**src/rtl/sqw_timer_pkg.sv**
```systemverilog
// Package: field indices and control-bit positions shared by the timer modules.
// Assumes: each slice exposes three byte registers, addressed {slice, field}.
package sqw_timer_pkg;
    typedef enum logic [1:0] {
        FLD_CTRL   = 2'd0,
        FLD_CLKSEL = 2'd1,
        FLD_CMP    = 2'd2
    } sqw_field_e;

    localparam int CB_RUN     = 0;  // slice run enable
    localparam int CB_JOIN    = 1;  // join slices into one counter
    localparam int CB_TOGEN   = 2;  // allow output inversion on match (lower slice)
    localparam int CB_PINEN   = 3;  // drive output pin (lower slice)
    localparam int CB_LVL_HI  = 4;  // preset level high while stopped (lower slice)
    localparam int CB_LVL_LO  = 5;  // preset level low while stopped (lower slice)
endpackage

```
**src/rtl/sqw_timer_regs.sv**
```systemverilog
// Register bank: per slice a control, a clock-select and a compare byte.
// Assumes: wr_addr = {slice index, 2-bit field}; unused fields are ignored.
module sqw_timer_regs
    import sqw_timer_pkg::*;
#(
    parameter int SLICE_W = 8,
    parameter int NSLICE  = 2,
    parameter int SEL_W   = 3,
    parameter int ADDR_W  = $clog2(NSLICE) + 2
) (
    input  logic                              clk,
    input  logic                              rst_n,
    input  logic                              wr_en,
    input  logic [ADDR_W-1:0]                 wr_addr,
    input  logic [SLICE_W-1:0]                wr_data,
    output logic [NSLICE-1:0][SLICE_W-1:0]    ctrl_q,
    output logic [NSLICE-1:0][SEL_W-1:0]      clksel_q,
    output logic [NSLICE-1:0][SLICE_W-1:0]    cmp_q
);
    localparam int IDX_W = ADDR_W - 2;

    logic [1:0] fld;
    assign fld = wr_addr[1:0];

    for (genvar s = 0; s < NSLICE; s++) begin : g_slice
        logic sel_hit;
        assign sel_hit = wr_en && (wr_addr[ADDR_W-1:2] == IDX_W'(s));

        // Capture writes addressed to this slice.
        always_ff @(posedge clk) begin
            if (!rst_n) begin
                ctrl_q[s]   <= '0;
                clksel_q[s] <= '0;
                cmp_q[s]    <= '0;
            end else if (sel_hit) begin
                case (fld)
                    FLD_CTRL:   ctrl_q[s]   <= wr_data;
                    FLD_CLKSEL: clksel_q[s] <= wr_data[SEL_W-1:0];
                    FLD_CMP:    cmp_q[s]    <= wr_data;
                    default:    ;
                endcase
            end
        end
    end
endmodule

```
**src/rtl/sqw_timer_prescaler.sv**
```systemverilog
// Prescaler: emits a one-cycle strobe every 2^sel cycles while running.
// Assumes: cleared while stopped; counter is never used as a clock.
module sqw_timer_prescaler #(
    parameter int SEL_W = 3
) (
    input  logic             clk,
    input  logic             rst_n,
    input  logic             run,
    input  logic [SEL_W-1:0] sel,
    output logic             tick
);
    localparam int PW = (1 << SEL_W) - 1;

    logic [PW-1:0] pre_q;
    logic [PW-1:0] mask;

    assign mask = (PW'(1) << sel) - PW'(1);
    assign tick = run && ((pre_q & mask) == mask);

    // Free-run the divider while counting, hold at zero otherwise.
    always_ff @(posedge clk) begin
        if (!rst_n)   pre_q <= '0;
        else if (run) pre_q <= pre_q + PW'(1);
        else          pre_q <= '0;
    end
endmodule

```
**src/rtl/sqw_timer_counter.sv**
```systemverilog
// Joined counter: NSLICE byte slices chained by carry, compared with the
// per-slice compare bytes; clears on a full match.
// Assumes: slice 0 holds the least significant byte.
module sqw_timer_counter #(
    parameter int SLICE_W = 8,
    parameter int NSLICE  = 2,
    parameter int CNT_W   = SLICE_W * NSLICE
) (
    input  logic                           clk,
    input  logic                           rst_n,
    input  logic                           run,
    input  logic                           tick,
    input  logic [NSLICE-1:0][SLICE_W-1:0] cmp,
    output logic                           hit,
    output logic [CNT_W-1:0]               cnt
);
    logic [NSLICE:0]   carry;
    logic [NSLICE-1:0] eq;
    logic              match;

    assign carry[0] = tick;
    assign match    = &eq;
    assign hit      = tick && match;

    for (genvar s = 0; s < NSLICE; s++) begin : g_byte
        logic [SLICE_W-1:0] byte_q;
        assign eq[s]        = (byte_q == cmp[s]);
        assign carry[s+1]   = carry[s] && (byte_q == {SLICE_W{1'b1}});
        assign cnt[s*SLICE_W +: SLICE_W] = byte_q;

        // Advance on carry-in, clear on match or when stopped.
        always_ff @(posedge clk) begin
            if (!rst_n)        byte_q <= '0;
            else if (!run)     byte_q <= '0;
            else if (hit)      byte_q <= '0;
            else if (carry[s]) byte_q <= byte_q + SLICE_W'(1);
        end
    end
endmodule

```
**src/rtl/sqw_cascade_timer.sv**
```systemverilog
// Top: joined square-wave timer. Lower slice supplies clock select, output
// controls and presets; the upper slice only contributes run/join and a byte.
// Assumes: synchronous active-low reset; single clock domain.
module sqw_cascade_timer
    import sqw_timer_pkg::*;
#(
    parameter int SLICE_W = 8,
    parameter int NSLICE  = 2,
    parameter int SEL_W   = 3,
    parameter int ADDR_W  = $clog2(NSLICE) + 2
) (
    input  logic               clk,
    input  logic               rst_n,
    input  logic               wr_en,
    input  logic [ADDR_W-1:0]  wr_addr,
    input  logic [SLICE_W-1:0] wr_data,
    output logic               tmr_out,
    output logic               tmr_irq
);
    localparam int CNT_W = SLICE_W * NSLICE;

    logic [NSLICE-1:0][SLICE_W-1:0] ctrl_q;
    logic [NSLICE-1:0][SEL_W-1:0]   clksel_q;
    logic [NSLICE-1:0][SLICE_W-1:0] cmp_q;
    logic [NSLICE-1:0]              slice_go;
    logic                           run;
    logic                           tick;
    logic                           hit;
    logic [CNT_W-1:0]               cnt;
    logic                           ff_q;
    logic                           irq_q;
    logic                           tog_en, pin_en, lvl_hi, lvl_lo;

    sqw_timer_regs #(
        .SLICE_W(SLICE_W), .NSLICE(NSLICE), .SEL_W(SEL_W), .ADDR_W(ADDR_W)
    ) u_regs (
        .clk(clk), .rst_n(rst_n), .wr_en(wr_en), .wr_addr(wr_addr),
        .wr_data(wr_data), .ctrl_q(ctrl_q), .clksel_q(clksel_q), .cmp_q(cmp_q)
    );

    for (genvar s = 0; s < NSLICE; s++) begin : g_go
        assign slice_go[s] = ctrl_q[s][CB_RUN] && ctrl_q[s][CB_JOIN];
    end
    assign run    = &slice_go;
    assign tog_en = ctrl_q[0][CB_TOGEN];
    assign pin_en = ctrl_q[0][CB_PINEN];
    assign lvl_hi = ctrl_q[0][CB_LVL_HI];
    assign lvl_lo = ctrl_q[0][CB_LVL_LO];

    sqw_timer_prescaler #(.SEL_W(SEL_W)) u_pre (
        .clk(clk), .rst_n(rst_n), .run(run), .sel(clksel_q[0]), .tick(tick)
    );

    sqw_timer_counter #(.SLICE_W(SLICE_W), .NSLICE(NSLICE)) u_cnt (
        .clk(clk), .rst_n(rst_n), .run(run), .tick(tick), .cmp(cmp_q),
        .hit(hit), .cnt(cnt)
    );

    // Output flip-flop: invert on match while running, preset while stopped.
    always_ff @(posedge clk) begin
        if (!rst_n) begin
            ff_q  <= 1'b0;
            irq_q <= 1'b0;
        end else begin
            irq_q <= hit;
            if (run) begin
                if (hit && tog_en) ff_q <= ~ff_q;
            end else if (lvl_hi && !lvl_lo) begin
                ff_q <= 1'b1;
            end else if (lvl_lo && !lvl_hi) begin
                ff_q <= 1'b0;
            end
        end
    end

    assign tmr_out = pin_en && ff_q;
    assign tmr_irq = irq_q;
endmodule

```
**config.mk**
```make
export PLATFORM = sky130hd
export DESIGN_NAME = sqw_cascade_timer
export DESIGN_NICKNAME = d
export VERILOG_FILES = /design/src/rtl/sqw_timer_pkg.sv /design/src/rtl/sqw_timer_regs.sv /design/src/rtl/sqw_timer_prescaler.sv /design/src/rtl/sqw_timer_counter.sv /design/src/rtl/sqw_cascade_timer.sv
export SDC_FILE = /design/constraint.sdc
export NUM_CORES = 1
export LEC_CHECK = 0
export BUFFER_PORTS_ARGS = -buffer_cell sky130_fd_sc_hd__buf_4
export CORE_MARGIN = 1
export CORE_UTILIZATION = 64
export DETAILED_ROUTE_END_ITERATION = 12
export PLACE_DENSITY = 0.92
export SLEW_MARGIN = 10
export SYNTH_ARGS = -nofsm -noshare
export SYNTH_HDL_FRONTEND = slang
export SYNTH_SLANG_ARGS = --single-unit
```
**constraint.sdc**
```tcl
create_clock -name clk -period 6.3 [get_ports clk]
set_input_delay 0.63 -clock clk [delete_from_list [all_inputs] [get_ports clk]]
set_output_delay 0.63 -clock clk [all_outputs]
set_load 0.02 [all_outputs]
```
==> reports/qor_table.md, run 1 <==
| Result | Reported | Unit |
|---|---|---|
| Result of the run | finished clean | - |
| Final setup vio count | 0 | - |
| Endpoint arrival time on the critical path | 3.35 | ns |
| Largest area contributor in the synthesized netlist | dfxtp_1 | - |
| FP Rows | 22 | - |
| Proportion of total power due to net switching | 21.21 | % |
| WL per Instance | 14.40 | um |
| Kind of launch point of the worst setup path | register | - |
| Clock buffer count from CTS | 5 | - |
| Share of post-route cells with drive strength above 1 | 12.37 | % |
| Share of the cycle needed by the critical path after routing | 49.39 | % |
| Inserted Diodes | 0 | - |
| Required time of the critical path | 6.54 | ns |
| Quantity of I/O buffers inserted on ports | 15 | - |
| Worst path cell trace | or3_2, ha_1, nor2_1, a311oi_2, o221ai_2, or4_4, or3_2, a21oi_1 | - |
| Hold path cells | 2 | - |
| Max-slew headroom at the worst pin | 27.79 | % |
| Dominant cell type by count on the critical path | or3_2 | - |
| Largest vdd supply drop | 0.0002003 | V |
| Detailed Place HPWL | 3470 | um |
| Post-CTS setup buffer count | 0 | - |
| Initial Utilization | 67.47 | % |
| Clock tree skew after final layout | 0.006455 | ns |
| Y dimension of the die | 64.36 | um |
| Gates resized, CTS repair | 0 | - |
| Synth Register Bits | 52 | - |
| Flop pwr share | 56.5 | % |
| Synthesized netlist net count | 288 | - |
| Highest Clock Rate | 321.4 | MHz |
| Setup WS pre-CTS | 3.203 | ns |
| Post-CTS clock slew at the launch and capture registers of the worst setup and hold paths | 0.09 | ns |
| Final wirelength | 4767 | um |
| Final Net Count | 300 | - |
| Slew at the pin closest to its max-slew limit | 1.081 | ns |
| Mean Syn Cell Area | 9.217 | um^2 |
| Critical-path maximum fanout | 14 | - |
| Total DRC errors in the routed layout | 0 | - |
| Maximum number of pins on one net before global-route repair | 32 | - |
| Relative contribution of combinational cells to total power | 5.9 | % |
| CP max-delay cell | or4_4 | - |
| Number of distinct standard cells referenced by the synthesized netlist | 36 | - |
| Maximum level of the CTS H-tree | 2 | - |
| WHS Endpoint | u_regs.cmp_q[12]$_SDFFE_PN0P_ | - |
| Violation count after the first detailed-routing iteration | 113 | - |
| Hold-fix buffers, CTS | 0 | - |
| Antenna violation net count after detailed routing | 0 | - |
| Switching power of the nets | 0.0001258 | W |
| Yosys warning total | 0 | - |
| Initial antenna violation count | 0 | - |
| Clk buf depth | 2 | - |
| # IOs | 16 | - |
| Area added between synthesis and finish | 9.151 | % |
| Share of power burned in the clock network | 37.5 | % |
| Internal Pwr Total | 0.0004675 | W |
| Sequential area share after synthesis | 41.83 | % |
| Pwr dens | 218.4 | nW/um^2 |
| Start of the worst register-to-register path | u_regs.clksel_q[1]$_SDFFE_PN0P_ | - |
| Chip width | 64.36 | um |
| Die Area | 4142 | um^2 |
| Total global routing overflow | 0 | - |
| FF-to-FF End | u_cnt.g_byte[1].byte_q[6]$_SDFFE_PP0P_ | - |
| R2R Setup Slk | 3.19 | ns |
| Number of iterations in the first detailed-routing pass | 4 | - |
| Routability cong. | 0.8534 | - |
| Nature of the critical path endpoint | register | - |
| Type of the most critical hold path | register to register | - |
| Post-synthesis cell area | 2489 | um^2 |
| Sink Count | 52 | - |
| Wire length of the first global-routing pass | 8190 | um |
| Cell at the root of the clock tree | clkbuf_8 | - |
| Sum Neg Setup Slack | 0 | ns |
| Hold_sp | u_regs.cmp_q[12]$_SDFFE_PN0P_ | - |
| Clock Latency Late Sink | 0.30 | ns |
| Number of global-route vias before repair | 1813 | - |
| Final Hold Vio Count | 0 | - |
| Max-capacitance violation count | 0 | - |
| Core box area | 3689 | um^2 |
| Routed via count | 1875 | - |
| Final worst setup slack | 3.189 | ns |
| Cell types occupying the most area after synthesis | dfxtp_1 (42%), mux2i_1 (8.0%), xor2_1 (6.7%) | - |
| Max incr delay on CP | 0.67 | ns |
| CTS tree | built | - |
| GRT Resource Usage Total | 25.77 | % |
| Static power due to leakage | 1.001 | nW |
| Routed vias/inst | 5.665 | - |
| Unrepaired setup endpoints after global routing | no | - |
| Synth top area share | 41.83 | % |
| Cell count after synthesis | 270 | - |
| Cells on worst reg2reg path | 8 | - |
| Worst setup path class | register to register | - |
| Final Max Tran Viols | 0 | - |
| Fin crit period | 3.111 | ns |
[cells in the mapped netlist]
master	number
a2bb2oi_1	1
nor2b_1	19
nor2_1	22
nor4_1	6
nor4bb_1	2
inv_1	4
nor3b_1	3
or3_2	5
ha_1	4
a21boi_0	9
or2_2	1
nand4_1	2
o221ai_2	1
dfxtp_1	52
xnor2_1	12
buf_6	3
and2_1	2
or4_4	1
and3_1	6
nor4b_2	1
buf_2	2
nor4b_1	1
a21oi_1	10
o21ai_0	9
clkbuf_1	6
and2b_2	1
or2b_1	1
maj3_1	1
a311oi_2	1
xor2_1	19
nand3_1	11
mux2i_1	20
nand2_1	24
or3_1	2
nor3_1	5
o2111a_1	1
[registers in the layout, indices dropped and copies added (netlist names)]
| register | count |
|---|---|
| u_regs.cmp_q | 16 |
| ff_q | 1 |
| u_regs.clksel_q | 3 |
| u_cnt.g_byte.byte_q | 16 |
| u_regs.ctrl_q | 8 |
| tmr_irq | 1 |
| u_pre.pre_q | 7 |
[power groups by stage]
stage / registers (W) / logic [W] / clock network, W
6_report: 0.000335 / 0.0000353 / 0.000223
5_1_grt: 0.000336 / 0.0000381 / 0.000239
4_1_cts: 0.000335 / 0.0000351 / 0.000225
3_5_place_dp: 0.000343 / 0.0000350 / 0
3_3_place_gp: 0.000343 / 0.0000338 / 0
2_1_floorplan: 0.000342 / 0.0000216 / 0
[per-stage QoR]
step	std cells	total power [W]	util, %	hold slack, ns	instance area [um^2]
2_1_floorplan	270	0.0003634	-	0.4344	2489
3_3_place_gp	323	0.0003766	70.73	0.4596	2609
3_5_place_dp	323	0.0003779	70.73	0.4716	2609
4_1_cts	331	0.0005953	73.64	0.4835	2716
5_1_grt	331	0.0006132	73.64	0.5155	2716
6_report	331	0.0005933	73.64	0.4802	2716
[cells in the final DEF (no fill, tap or decap), types with 2 or more instances in the layout]
master | synthesis | final
a21boi_0 | 9 | 9
a21oi_1 | 10 | 10
and2_1 | 2 | 2
and3_1 | 6 | 6
buf_4 | 0 | 16
clkbuf_8 | 0 | 5
dfxtp_1 | 52 | 52
ha_1 | 4 | 4
inv_1 | 4 | 4
mux2i_1 | 20 | 20
nand2_1 | 24 | 24
nand3_1 | 11 | 11
nand4_1 | 2 | 2
nor2_1 | 22 | 22
nor2b_1 | 19 | 19
nor3_1 | 5 | 5
nor3b_1 | 3 | 3
nor4_1 | 6 | 6
o21ai_0 | 9 | 9
or3_1 | 2 | 2
or3_2 | 5 | 5
xnor2_1 | 12 | 12
xor2_1 | 19 | 19
[worst max path at each step]
stage	start	to	slack (ns)	cells past startpoint
floorplan	u_regs.clksel_q[1]$_SDFFE_PN0P_	u_cnt.g_byte[1].byte_q[7]$_SDFFE_PP0P_	3.41	11
global placement	u_regs.clksel_q[1]$_SDFFE_PN0P_	u_cnt.g_byte[1].byte_q[5]$_SDFFE_PP0P_	3.34	8
detailed placement	u_regs.clksel_q[1]$_SDFFE_PN0P_	u_cnt.g_byte[1].byte_q[6]$_SDFFE_PP0P_	3.20	8
CTS	u_regs.clksel_q[1]$_SDFFE_PN0P_	u_cnt.g_byte[1].byte_q[6]$_SDFFE_PP0P_	3.19	8
global route	u_regs.clksel_q[1]$_SDFFE_PN0P_	u_cnt.g_byte[1].byte_q[6]$_SDFFE_PP0P_	3.02	8
finish	u_regs.clksel_q[1]$_SDFFE_PN0P_	u_cnt.g_byte[1].byte_q[6]$_SDFFE_PP0P_	3.19	8
[critical path: cells and delay by family (launching register included)]
| family | cells | cell delay [ns] |
|---|---|---|
| AND/OR/NAND/NOR | 4 | 1.68 |
| flip-flops | 1 | 0.40 |
| AO/OA/AOI/OAI | 3 | 0.67 |
| adder cells (fa/ha/maj) | 1 | 0.30 |
[per-layer routing]
metal  vias up  GRT usage [%]  part of all wire, %
met2        37          43.16                   48
met3         4          6.250                  4.4
met5         -              0                    0
li1        949              -                    -
met4         0          9.167                 0.90
met1       885          31.96                   47
[cells by family (layout without fill, tap and decap cells)]
logic type / after synthesis / after routing / share of synthesized area, %
multiplexers: 20 / 20 / 8.044
AND/OR/NAND/NOR: 115 / 115 / 24.99
buffers and inverters: 15 / 28 / 3.268
flip-flops: 52 / 52 / 41.83
AO/OA/AOI/OAI: 32 / 32 / 8.546
adder cells (fa/ha/maj): 5 / 5 / 2.413
XOR/XNOR: 31 / 31 / 10.91
[layout make-up]
| class | instances | area (um^2) |
|---|---|---|
| clock buffer | 6 | 72.57 |
| timing repair buffer | 16 | 120.1 |
| tap | 48 | 60.06 |
| fill | 271 | 972.2 |
| clock inverter | 2 | 35.03 |
| inverter | 4 | 15.01 |
| multi-input combinational | 203 | 1373 |
| sequential | 52 | 1041 |
Power figures use the tool's default switching activity.
==> run 2, diff against run 1 <==
Settings changed: ABC_AREA set to 1, CORE_UTILIZATION 64 to 60, PLACE_DENSITY 0.92 to 0.87.
Clock period 6.3 ns to 3.3 ns, I/O delays scaled along.
==> run 2 against run 1 <==
Against the previous run:
- sequential cell count stayed put
- wire length up 15%
- via count increased by 24%
- critical path depth is 5 higher
- synthesized area rose by 2.2%
- design area up 2.3%
- clock power rose by 74%
- global-route usage rose by 0.78 points
- final cell count up 31%
- critical path type unchanged
- critical endpoint is now u_cnt.g_byte[0].byte_q[4]$_SDFFE_PP0P_
==> reports/qor_table.md, run 2 <==
| Result | Reported | Unit | Change |
|---|---|---|---|
| Chip width | 67.10 | um | +4.3% |
| Routability cong. | 0.8250 | - | -3.3% |
| Sink Count | 52 | - | unchanged |
| Y dimension of the die | 67.10 | um | +4.3% |
| Commonest non-fill, non-tap cell in the layout | nand2_1 | - |  |
| WL per Instance | 12.66 | um | -12% |
| Area added between synthesis and finish | 9.351 | % |  |
| Share of power burned in the clock network | 34.4 | % | -3.1 points |
| Worst hold slack after final layout | 0.2691 | ns | -0.2111 ns |
| Share of post-route cells with drive strength above 1 | 9.948 | % | -2.4 points |
| Inserted Diodes | 0 | - | unchanged |
| FP Rows | 23 | - | +4.5% |
| # IOs | 16 | - | unchanged |
| Routed via count | 2334 | - | +24% |
| Clock buffer count from CTS | 5 | - | unchanged |
| Static power due to leakage | 1.106 | nW | +10% |
| Synthesized netlist net count | 384 | - | +33% |
| R2R Setup Slk | 0.93 | ns | -2.26 ns |
| WHS Endpoint | u_regs.cmp_q[15]$_SDFFE_PN0P_ | - |  |
| Top cell types by occurrence after synthesis | nand2_1 (73), nor2_1 (57), dfxtp_1 (52) | - |  |
| Total DRC errors in the routed layout | 0 | - | unchanged |
| Max-capacitance violation count | 0 | - | unchanged |
| Gates resized, CTS repair | 0 | - | unchanged |
| Required time of the critical path | 3.51 | ns | -3.03 ns |
| Slew at the pin closest to its max-slew limit | 0.4142 | ns | -0.6667 ns |
| Kind of launch point of the worst setup path | register | - |  |
| Core box area | 4029 | um^2 | +9.2% |
| Synth Register Bits | 52 | - | unchanged |
| Post-CTS setup buffer count | 0 | - | unchanged |
| Share of the cycle needed by the critical path after routing | 71.80 | % | +22 points |
| Highest Clock Rate | 422.0 | MHz | +31% |
| Initial Utilization | 63.11 | % | -4.4 points |
| Largest area contributor in the synthesized netlist | dfxtp_1 | - |  |
| Placed Instance Area | 2683 | um^2 | +2.8% |
| Endpoint arrival time on the critical path | 2.58 | ns | -0.77 ns |
| Clk buf depth | 2 | - | unchanged |
| Setup WS pre-CTS | 0.9796 | ns | -2.224 ns |
| Cell types occupying the most area after synthesis | dfxtp_1 (41%), nand2_1 (11%), nor2_1 (8.4%) | - |  |
| Maximum level of the CTS H-tree | 2 | - | unchanged |
| Antenna violation net count after detailed routing | 0 | - | unchanged |
| Hold-fix buffers, CTS | 0 | - | unchanged |
| Routed vias/inst | 5.403 | - | -4.6% |
| Relative contribution of combinational cells to total power | 8.2 | % | +2.3 points |
| Largest vdd supply drop | 0.0002731 | V | +36% |
| Flop pwr share | 57.3 | % | +0.8 points |
| CTS tree | built | - |  |
| Largest registers | u_cnt.g_byte.byte_q x16, u_regs.cmp_q x16, u_regs.ctrl_q x8 | - |  |
| Proportion of total power due to net switching | 25.15 | % | +3.9 points |
| Worst setup path class | register to register | - |  |
| Final wirelength | 5469 | um | +15% |
| Post-synthesis cell area | 2542 | um^2 | +2.2% |
| Quantity of I/O buffers inserted on ports | 15 | - | unchanged |
| Cells on worst reg2reg path | 13 | - | +5 |
| Number of global-route vias before repair | 2099 | - | +16% |
| Sequential area share after synthesis | 40.94 | % | -0.89 points |
| Max-slew headroom at the worst pin | 72.32 | % | +45 points |
| Result of the run | finished clean | - |  |
| Dominant synthesized flop cell | dfxtp_1 | - |  |
| Total power | 0.001131 | W | +91% |
| Cell at the root of the clock tree | clkbuf_8 | - |  |
| Detailed Place HPWL | 3924 | um | +13% |
| Clock tree skew after final layout | 0.01297 | ns | +0.006513 ns |
| Final std cell area, no fill | 2780 | um^2 | +2.3% |
| Fin crit period | 2.369 | ns | -0.7419 ns |
| Clock Latency Late Sink | 0.32 | ns | +0.02 ns |
| Initial antenna violation count | 0 | - | unchanged |
| Hold_sp | wr_data[7] | - |  |
| Wire length of the first global-routing pass | 8859 | um | +8.2% |
| Pwr dens | 406.7 | nW/um^2 | +86% |
| Top library cells by usage in the layout, fill and taps aside | nand2_1 (73), nor2_1 (57), dfxtp_1 (52) | - |  |
| Cell with the most instances after synthesis | nand2_1 | - |  |
| Sum Neg Setup Slack | 0 | ns | unchanged |
| Cell count after synthesis | 366 | - | +36% |
| Number of distinct standard cells referenced by the synthesized netlist | 25 | - | -31% |
| Synth top area share | 40.94 | % | -0.89 points |
| Final setup vio count | 0 | - | unchanged |
| GRT Resource Usage Total | 26.55 | % | +0.78 points |
| Internal Pwr Total | 0.0008464 | W | +81% |
| FF-to-FF End | u_cnt.g_byte[0].byte_q[4]$_SDFFE_PP0P_ | - |  |
| Nature of the critical path endpoint | register | - |  |
| Violation count after the first detailed-routing iteration | 126 | - | +12% |
| Die Area | 4502 | um^2 | +8.7% |
| Post-CTS clock slew at the launch and capture registers of the worst setup and hold paths | 0.10 | ns | about the same |
| Total global routing overflow | 0 | - | unchanged |
| Hold path cells | 3 | - | +1 |
| Switching power of the nets | 0.0002844 | W | +130% |
| Critical path launch point | u_regs.clksel_q[1]$_SDFFE_PN0P_ | - |  |
| Mean Syn Cell Area | 6.947 | um^2 | -25% |
| Final worst setup slack | 0.9306 | ns | -2.258 ns |
| Critical-path maximum fanout | 19 | - | +5 |
| Start of the worst register-to-register path | u_regs.clksel_q[1]$_SDFFE_PN0P_ | - |  |
| Number of iterations in the first detailed-routing pass | 4 | - | unchanged |
| Unrepaired setup endpoints after global routing | no | - |  |
| Final Max Tran Viols | 0 | - | unchanged |
| Post-synthesis async set-or-reset flop share | 0 | % | unchanged |
| Maximum number of pins on one net before global-route repair | 31 | - | -3.1% |
| Yosys warning total | 0 | - | unchanged |
| Type of the most critical hold path | primary input to register | - |  |
| Final Hold Vio Count | 0 | - | unchanged |
| Number of enable-type register cells in the synthesized netlist | 0 | - | unchanged |
| Final Net Count | 399 | - | +33% |
-- run 2: kinds of logic (layout without fill, tap and decap cells) --
logic type | Yosys count | after routing | synth area share, %
flip-flops | 52 | 52 | 40.94
adder cells (fa/ha/maj) | 4 | 4 | 1.969
AND/OR/NAND/NOR | 177 | 177 | 30.27
buffers and inverters | 49 | 65 | 7.578
AO/OA/AOI/OAI | 67 | 67 | 13.39
XOR/XNOR | 17 | 17 | 5.856
-- run 2: area by class of cell --
class | instances | area (um^2)
clock buffer | 6 | 82.58
timing repair buffer | 15 | 112.6
inverter | 42 | 157.7
fill | 347 | 1249
multi-input combinational | 265 | 1309
clock inverter | 2 | 15.01
sequential | 52 | 1041
tap | 50 | 62.56
-- run 2: layer usage --
metal  global-route usage, %  wire [um]  share of wire, %  vias to the layer above
li1                        -          -                 -                     1201
met1                   31.70       2534                46                     1064
met2                   43.38       2587                47                       58
met3                   6.507        239               4.4                       11
met4                   13.83        108               2.0                        0
met5                       0          0                 0                        -
-- run 2: worst max path at each step --
| stage | to | cells after the start |
|---|---|---|
| finish | u_cnt.g_byte[0].byte_q[4]$_SDFFE_PP0P_ | 13 |
| global route | u_cnt.g_byte[0].byte_q[4]$_SDFFE_PP0P_ | 13 |
| CTS | u_cnt.g_byte[0].byte_q[4]$_SDFFE_PP0P_ | 13 |
| detailed placement | u_cnt.g_byte[0].byte_q[4]$_SDFFE_PP0P_ | 13 |
| global placement | u_cnt.g_byte[0].byte_q[4]$_SDFFE_PP0P_ | 13 |
| floorplan | u_cnt.g_byte[1].byte_q[0]$_SDFFE_PP0P_ | 13 |
-- run 2: power groups by stage --
stage / combinational [W] / sequential [W] / clock (W)
after global routing: 0.000104 / 0.000650 / 0.000417
after global placement: 0.0000870 / 0.000662 / 0
after CTS: 0.0000922 / 0.000648 / 0.000394
after detailed placement: 0.0000909 / 0.000663 / 0
after floorplan: 0.0000613 / 0.000661 / 0
final: 0.0000932 / 0.000648 / 0.000389
-- run 2: critical path, stage by stage, from the launching register on --
cell     delay, ns
dfxtp_1       0.38
nor2_1        0.21
nand2_1       0.10
ha_1          0.30
nor2_1        0.04
nor2_1        0.11
nand3_1       0.09
nor2_1        0.13
nand2_2       0.10
nor2_8        0.25
nand2_1       0.13
nand2_2       0.27
a21oi_1       0.07
o21a_1        0.11
-- run 2: through the flow --
| step | std cells | util [%] |
|---|---|---|
| 5_1_grt | 432 | 69.01 |
| 6_report | 432 | 69.01 |
| 2_1_floorplan | 366 | - |
| 3_5_place_dp | 424 | 66.58 |
| 4_1_cts | 432 | 69.01 |
| 3_3_place_gp | 424 | 66.58 |
